$ cat src/rtl/aud_irq_pkg.sv
package aud_irq_pkg;
  parameter int NUM_EVT   = 9;
  parameter int CAUSE_W   = 4;
  parameter int DATA_W    = 32;
  parameter int AW        = 2;

  localparam int ERR_BIT   = NUM_EVT - 1;
  localparam int HW_EVT    = NUM_EVT - 1;
  localparam int CAUSE_LSB = 24;
  localparam int BUSY_BIT  = CAUSE_LSB + CAUSE_W;
  localparam logic [CAUSE_W-1:0] CAUSE_NONE = '1;

  localparam int ADDR_STATUS = 0;
  localparam int ADDR_MASK   = 1;
endpackage

$ cat src/rtl/aud_irq_flag_bank.sv
module aud_irq_flag_bank #(
  parameter int N = 9
) (
  input  logic         clk_i,
  input  logic         rst_ni,
  input  logic [N-1:0] set_i,
  input  logic [N-1:0] clr_i,
  output logic [N-1:0] flags_o
);
  for (genvar g = 0; g < N; g++) begin : g_flag
    always_ff @(posedge clk_i or negedge rst_ni) begin
      if (!rst_ni)         flags_o[g] <= 1'b0;
      else if (set_i[g])   flags_o[g] <= 1'b1;  // set beats clear
      else if (clr_i[g])   flags_o[g] <= 1'b0;
    end

    a_r4_set_wins: assert property (@(posedge clk_i) disable iff (!rst_ni)
      set_i[g] |=> flags_o[g]);
    a_r3_w1c_clears: assert property (@(posedge clk_i) disable iff (!rst_ni)
      (clr_i[g] && !set_i[g]) |=> !flags_o[g]);
    a_r3_sticky: assert property (@(posedge clk_i) disable iff (!rst_ni)
      (!clr_i[g] && !set_i[g]) |=> (flags_o[g] == $past(flags_o[g])));
  end
endmodule

$ cat src/rtl/aud_irq_err_capture.sv
module aud_irq_err_capture
  import aud_irq_pkg::*;
#(
  parameter int W = CAUSE_W
) (
  input  logic         clk_i,
  input  logic         rst_ni,
  input  logic         err_i,
  input  logic [W-1:0] code_i,
  input  logic         flag_i,
  input  logic         clr_i,
  output logic [W-1:0] cause_o
);
  localparam logic [W-1:0] NONE = '1;

  logic take_new;
  assign take_new = err_i && (!flag_i || clr_i);

  always_ff @(posedge clk_i or negedge rst_ni) begin
    if (!rst_ni)       cause_o <= NONE;
    else if (take_new) cause_o <= code_i;
    else if (clr_i)    cause_o <= NONE;
  end

  a_r8_first_only: assert property (@(posedge clk_i) disable iff (!rst_ni)
    (flag_i && !clr_i) |=> $stable(cause_o));
  a_r9_idle_none: assert property (@(posedge clk_i) disable iff (!rst_ni)
    !flag_i |-> (cause_o == NONE));
  a_r9_clear_race: assert property (@(posedge clk_i) disable iff (!rst_ni)
    (err_i && clr_i) |=> (cause_o == $past(code_i)));
endmodule

$ cat src/rtl/aud_irq_mask_gate.sv
module aud_irq_mask_gate #(
  parameter int N = 9
) (
  input  logic         clk_i,
  input  logic         rst_ni,
  input  logic         wr_i,
  input  logic [N-1:0] wdata_i,
  input  logic [N-1:0] flags_i,
  output logic [N-1:0] mask_o,
  output logic         irq_o
);
  always_ff @(posedge clk_i or negedge rst_ni) begin
    if (!rst_ni)   mask_o <= '0;
    else if (wr_i) mask_o <= wdata_i;
  end

  always_ff @(posedge clk_i or negedge rst_ni) begin
    if (!rst_ni) irq_o <= 1'b0;
    else         irq_o <= |(flags_i & mask_o);
  end

  a_r5_mask_hold: assert property (@(posedge clk_i) disable iff (!rst_ni)
    !wr_i |=> $stable(mask_o));
  a_r6_quiet: assert property (@(posedge clk_i) disable iff (!rst_ni)
    (flags_i == '0) |=> !irq_o);
endmodule

$ cat src/rtl/aud_irq_unit.sv
module aud_irq_unit
  import aud_irq_pkg::*;
(
  input  logic                clk_i,
  input  logic                rst_ni,
  input  logic                reg_wr_i,
  input  logic [AW-1:0]       reg_addr_i,
  input  logic [NUM_EVT-1:0]  reg_wdata_i,
  output logic [DATA_W-1:0]   reg_rdata_o,
  input  logic [HW_EVT-1:0]   evt_i,
  input  logic                err_i,
  input  logic [CAUSE_W-1:0]  err_code_i,
  input  logic                busy_i,
  output logic                irq_o
);
  logic               sel_status, sel_mask;
  logic [NUM_EVT-1:0] clr_vec, set_vec, flags, mask;
  logic [CAUSE_W-1:0] cause;

  assign sel_status = (reg_addr_i == AW'(ADDR_STATUS));
  assign sel_mask   = (reg_addr_i == AW'(ADDR_MASK));
  assign clr_vec    = (reg_wr_i && sel_status) ? reg_wdata_i : '0;
  assign set_vec    = {err_i, evt_i};

  aud_irq_flag_bank #(.N(NUM_EVT)) u_flags (
    .clk_i   (clk_i),
    .rst_ni  (rst_ni),
    .set_i   (set_vec),
    .clr_i   (clr_vec),
    .flags_o (flags)
  );

  aud_irq_err_capture #(.W(CAUSE_W)) u_err (
    .clk_i   (clk_i),
    .rst_ni  (rst_ni),
    .err_i   (err_i),
    .code_i  (err_code_i),
    .flag_i  (flags[ERR_BIT]),
    .clr_i   (clr_vec[ERR_BIT]),
    .cause_o (cause)
  );

  aud_irq_mask_gate #(.N(NUM_EVT)) u_gate (
    .clk_i   (clk_i),
    .rst_ni  (rst_ni),
    .wr_i    (reg_wr_i && sel_mask),
    .wdata_i (reg_wdata_i),
    .flags_i (flags),
    .mask_o  (mask),
    .irq_o   (irq_o)
  );

  always_comb begin
    reg_rdata_o = '0;
    if (sel_status) begin
      reg_rdata_o[NUM_EVT-1:0]                 = flags;
      reg_rdata_o[CAUSE_LSB +: CAUSE_W]        = cause;
      reg_rdata_o[BUSY_BIT]                    = busy_i;
    end else if (sel_mask) begin
      reg_rdata_o[NUM_EVT-1:0]                 = mask;
    end
  end

  a_r11_cause_ro: assert property (@(posedge clk_i) disable iff (!rst_ni)
    (!err_i && !clr_vec[ERR_BIT]) |=> $stable(cause));
  a_r12_unmapped_quiet: assert property (@(posedge clk_i) disable iff (!rst_ni)
    (!sel_status && !sel_mask) |-> (reg_rdata_o == '0));
endmodule

$ cat config.mk
export PLATFORM = sky130hd
export DESIGN_NAME = aud_irq_unit
export DESIGN_NICKNAME = d
export VERILOG_FILES = /design/src/rtl/aud_irq_pkg.sv /design/src/rtl/aud_irq_flag_bank.sv /design/src/rtl/aud_irq_err_capture.sv /design/src/rtl/aud_irq_mask_gate.sv /design/src/rtl/aud_irq_unit.sv
export SDC_FILE = /design/constraint.sdc
export NUM_CORES = 1
export LEC_CHECK = 0
export ABC_AREA = 1
export BUFFER_PORTS_ARGS = -buffer_cell sky130_fd_sc_hd__buf_2
export CORE_ASPECT_RATIO = 0.8
export CORE_UTILIZATION = 40
export CTS_CLUSTER_DIAMETER = 150
export DETAILED_ROUTE_END_ITERATION = 10
export PLACE_DENSITY_LB_ADDON = 0.05
export SYNTH_ARGS = -nofsm -noshare
export SYNTH_HDL_FRONTEND = slang
export SYNTH_SLANG_ARGS = --single-unit
$ cat constraint.sdc
create_clock -name clk_i -period 1.3 [get_ports clk_i]
set_input_delay 0.13 -clock clk_i [delete_from_list [all_inputs] [get_ports clk_i]]
set_output_delay 0.13 -clock clk_i [all_outputs]
set_load 0.005 [all_outputs]
# --- Word level (Yosys, flattened, before mapping) ---
# Cells that the tools add are included.
# W data, S select, Z words.
word_totals:
  reg_bits: 23
  input_bits: 28
op_classes:
  n_bitwise: 1
  muxes: 24
  n_reduce_logical: 17
  n_eq_ne: 1
ops:
  columns: ["cell", "count"]
  rows:
  - ["$mux W9", 3]
  - ["$reduce_bool A2 Y1", 10]
  - ["$mux W1", 18]
  - ["$and A9 B9 Y9", 1]
  - ["$reduce_or A9 Y1", 1]
  - ["$mux W4", 2]
  - ["$mux W5", 1]
  - ["$logic_and A1 B1 Y1", 3]
  - ["$eq A2 B1 Y1 const B", 1]
  - ["$logic_not A2 Y1", 1]
  - ["$logic_not A1 Y1", 1]
  - ["$logic_or A1 B1 Y1", 1]

# --- Depth between registers and ports, before layout ---
logic_depth:
  word_depth: 6
  ltp_mapped: 6
  depth_no_buf: 6

# --- By module ---
# A second synthesis with hierarchy kept.
hier_totals:
  cells_unflattened: 211
  area_unflattened_um2: 1442.6
by_module_without_submodules:
  columns: ["module", "area_per_inst_um2", "instances", "cells_per_inst"]
  rows:
  - ["aud_irq_mask_gate", 450.4, 1, 55]
  - ["aud_irq_unit", 414.1, 1, 81]
  - ["aud_irq_flag_bank", 360.3, 1, 45]
  - ["aud_irq_err_capture", 217.7, 1, 30]

# --- Worst setup path after synthesis ---
# Ideal clock, no wire load.
synth_timing:
  path_type: "input to output"
  from: "input reg_addr_i[1]"
  to: "output reg_rdata_o[3]"
  arrival_ns: 0.693
  required_ns: 1.170
  path_slack_ns: 0.477
  path_stages: 4
  path_cell_list: "nor2_2 inv_1 buf_4 o21ai_0"
synth_between:
  elab_chain_len: 3
  elab_cells_between_ends: 4
  classes_between: "eq/ne: 1; mux: 2; reduce/logical: 1"
synth_rtl:
  columns: ["element", "line_no", "text"]
  rows:
  - ["start: declaration", "aud_irq_unit.sv:7", "input logic [AW-1:0] reg_addr_i,"]
  - ["$eq A2 B1 Y1", "aud_irq_unit.sv:21", "assign sel_mask = (reg_addr_i == AW'(ADDR_MASK));"]
  - ["$mux W9", "aud_irq_unit.sv:59", "end else if (sel_mask) begin"]
  - ["$mux W9 (*)", "aud_irq_unit.sv:55", "if (sel_status) begin"]
  - ["end: declaration", "aud_irq_unit.sv:9", "output logic [DATA_W-1:0] reg_rdata_o,"]
# Every way passes the cells marked *; elsewhere a longest branch is shown, timed or not.

# --- Worst setup path in the final report ---
layout_timing:
  from: "register u_flags.flags_o[8]"
  to: "output reg_rdata_o[8]"
layout_between:
  elab_chain_len: 1
layout_rtl:
  columns: ["element", "line_no", "text"]
  rows:
  - ["start: declaration", "aud_irq_flag_bank.sv:8", "output logic [N-1:0] flags_o"]
  - ["start signal: indexed assignment", "aud_irq_flag_bank.sv:12", "if (!rst_ni) flags_o[g] <= 1'b0;"]
  - ["start signal: indexed assignment", "aud_irq_flag_bank.sv:13", "else if (set_i[g]) flags_o[g] <= 1'b1;"]
  - ["start signal: indexed assignment", "aud_irq_flag_bank.sv:14", "else if (clr_i[g]) flags_o[g] <= 1'b0;"]
  - ["$mux W9", "aud_irq_unit.sv:55", null]
# No other way between the ends.

==> results.md <==
* Status: finished clean
* Post-CTS Setup Inserts at 0
* Top cells by area, synth: dfrtp_1 36%, buf_4 11%, nand2_1 9.9%
* YS warnings at 0
* Final std cell area, no fill at 1560 um^2
* First-pass GRT wire length at 4320 um
* Via count at 1,113
* Sequential element share of the synthesized area at 0.437
* Mapped Avg Cell Area at 7.95 um^2
* I/O pins at 61
* Final #Nets at approximately 240
* Worst clock skew at 0.00163 ns
* Width of the die at 66.4 um
* Die height at around 54 um
* Pwr/cell area at ~1100 nW/um^2
* Overall Global Routing Usage at 0.168
* CP Capture Type: output pin
* Crit Reg-Reg Startpoint: u_flags.flags_o[8]
* Final Hold Viols at 0
* Port Buffers at 42
* Sw power at 465 uW
* Critical Path Max Stage Delay at 0.46 ns
* Sw Ratio at 0.281
* Comb pwr share at 0.216
* GR Util met1 at 0.202
* Skew-Pair Late Insertion Delay at between 0.2 and 0.3 ns
* Max_slew headroom at 0.666
* Max-Cap Viols at 0
* Worst min path class: in2reg
* CTS Buf Count at 3
* CTS tree: built
* Detail Placement HPWL at 1990 um
* Layout cells sized above 1 at 0.302
* Clock period minus worst slack at 1.22 ns
* CP max-delay cell: dfrtp_1
* Number of diodes at 0
* Tcrit/Tclk final at 0.942
* Hold Path Sink: u_flags.flags_o[6]
* Drt initial violations at 21
* Yosys top cell by area: dfrtp_1
* Core Box Area at between 3000 and 4000 um^2
* Fillers at about 320
* Overall routed net length at about 2500 um
* Arr. time, crit path at 1.09 ns
* Wirelength per Cell at 10.1 um
* Synth cell types at 20
* Gr busiest metal: met2
* Leak at around 0.95 nW
* Worst path bufs/invs at 1
* Post-Syn Area at 1330 um^2
* Area of placed instances at 1510 um^2
* Routability cong. at 0.785
* Sequential power share at 0.522
* Total grt overflow at 0
* Syn Inst Count at around 170
* Pre-antenna DRT Iters at 4
* Commonest non-fill, non-tap cell in the layout: buf_2
* Vias/cell at 4.42
* Worst hold start: evt_i[6]
* CP max FO at 7
* Core Rows at 18
* Commonest non-fill, non-tap cells in the layout: 42 x buf_2, 35 x nand2_1, 32 x inv_1
* Tot Pwr at 1.65 mW
* RSZ-0062 raised after global routing: no
* Final setup fails at 0
* Clk slew on worst S/H paths at 0.07 ns
* CP Launch Type: flop
* Peak supply drop at 0.000547 V
* Routing usage on met3 at 0.0431
* Setup TNS at 0 ns
* CP Class: reg2out
* Grt met2 use at 0.291
* Critical Path RT at approximately 1.2 ns
* Root Driver: clkbuf_8
* F_max at 817 MHz
* Yosys top cell area share at 0.358
* Setup slack, reg-to-reg at 0.40 ns
* Vias in the first global route at roughly 970
* Drt drc at 0
* Largest net degree at the start of global routing at 24
* Top delay family on crit path: flip-flops
* Tightest Pin Transition at ~0.50 ns
* Die area at 3550 um^2
* Deepest clock path buffer count at 2
* Starting Density at 0.424
* CP startpoint: u_flags.flags_o[8]
* Residual antenna-violating net count after detailed routing at 0
* Critical path, cell by cell: a22o_1 > buf_2
* H-tree lvl count at 1
* Slew Limit Fails at 0
* Clock network power share at 0.262
* Synthesized flop and latch total at 23
* Pint at 1.19 mW
* Worst reg2reg endpoint: u_gate.irq_o
* WHS Path Cells at 2
* CTS sink cnt at 23
* P&R area growth vs syn at 17.7%
* Initial antenna violation count at 0
* R2r worst-path depth at 4
## how the worst max path moves through the flow
stage                                 to  slack (ns)  cells past startpoint
after global placement    reg_rdata_o[3]        0.16                      5
after global routing      reg_rdata_o[8]        0.01                      2
after floorplan           reg_rdata_o[3]        0.48                      4
final                     reg_rdata_o[8]        0.08                      2
after detailed placement  reg_rdata_o[6]        0.14                      5
after CTS                 reg_rdata_o[8]        0.06                      2
## registers in the layout (all words and copies together), names as in the netlist
register and count:
u_err.cause_o 4, u_flags.flags_o 9, u_gate.irq_o 1, u_gate.mask_o 9
## worst register-to-register path: stages (launching register included)
cell     delay, ns
dfrtp_1       0.46
nand2_1       0.11
nand4_1       0.09
nor2_1        0.09
nand2_1       0.05
## power groups by stage
stage          Combinational (mW)  Sequential, mW  Clock, mW
2_1_floorplan               0.266           0.865          0
3_3_place_gp                0.355           0.876          0
3_5_place_dp                0.361           0.877          0
4_1_cts                     0.366           0.863      0.456
5_1_grt                     0.420           0.876      0.485
6_report                    0.358           0.864      0.433
## layout make-up
| cell class | instances | area, um^2 | area share |
|---|---|---|---|
| timing repair buffer | 45 | 235 | 0.151 |
| inverter | 32 | 120 | 0.0769 |
| tap | 40 | 50.0 | 0.0320 |
| sequential | 23 | 581 | 0.371 |
| clock buffer | 4 | 45.0 | 0.0288 |
| multi-input combinational | 108 | 532 | 0.340 |
## cell families (layout without fill, tap and decap cells)
group | count (synthesis) | after routing | share of synthesized area
AOI/OAI and AO/OA | 30 | 30 | 0.161
buffers and inverters | 53 | 81 | 0.210
and+or+nand+nor | 60 | 60 | 0.189
other | 1 | 18 | 0.00282
DFF | 23 | 23 | 0.437
## timing repair
item                       CTS  global route
hold endpoints to repair    19             0
setup endpoints to repair    0             0
resized for setup            0             0
hold buffers                 1             0
## metal layers
| metal | up-vias | wire, um |
|---|---|---|
| met1 | 505 | 1180 |
| met4 | 0 | 32 |
| met2 | 42 | 1180 |
| met3 | 4 | 155 |
| li1 | 562 | - |
| met5 | - | 0 |
## through the flow
stage | util | hold WS (ns) | instances | setup slack [ns]
floorplan | - | -0.166 | 184 | 0.477
global placement | 0.482 | 0.133 | 247 | 0.159
detailed placement | 0.482 | 0.131 | 247 | 0.139
CTS | 0.499 | 0.0511 | 252 | 0.0623
global route | 0.499 | 0.0458 | 252 | 0.0141
finish | 0.499 | 0.0557 | 252 | 0.0759
## synth_stat cells
library cell	instances
o21ai_2	8
buf_2	1
inv_1	32
a21oi_1	1
nand2_2	2
a22o_1	1
nand3_2	1
buf_6	1
o211ai_1	4
nor2_1	14
dfstp_2	4
nand4_1	1
nor2_2	2
o21ai_0	8
buf_4	19
nand3_1	5
conb_1	1
nand2_1	35
dfrtp_1	19
o21bai_1	8
(Power assumes the default switching activity.)
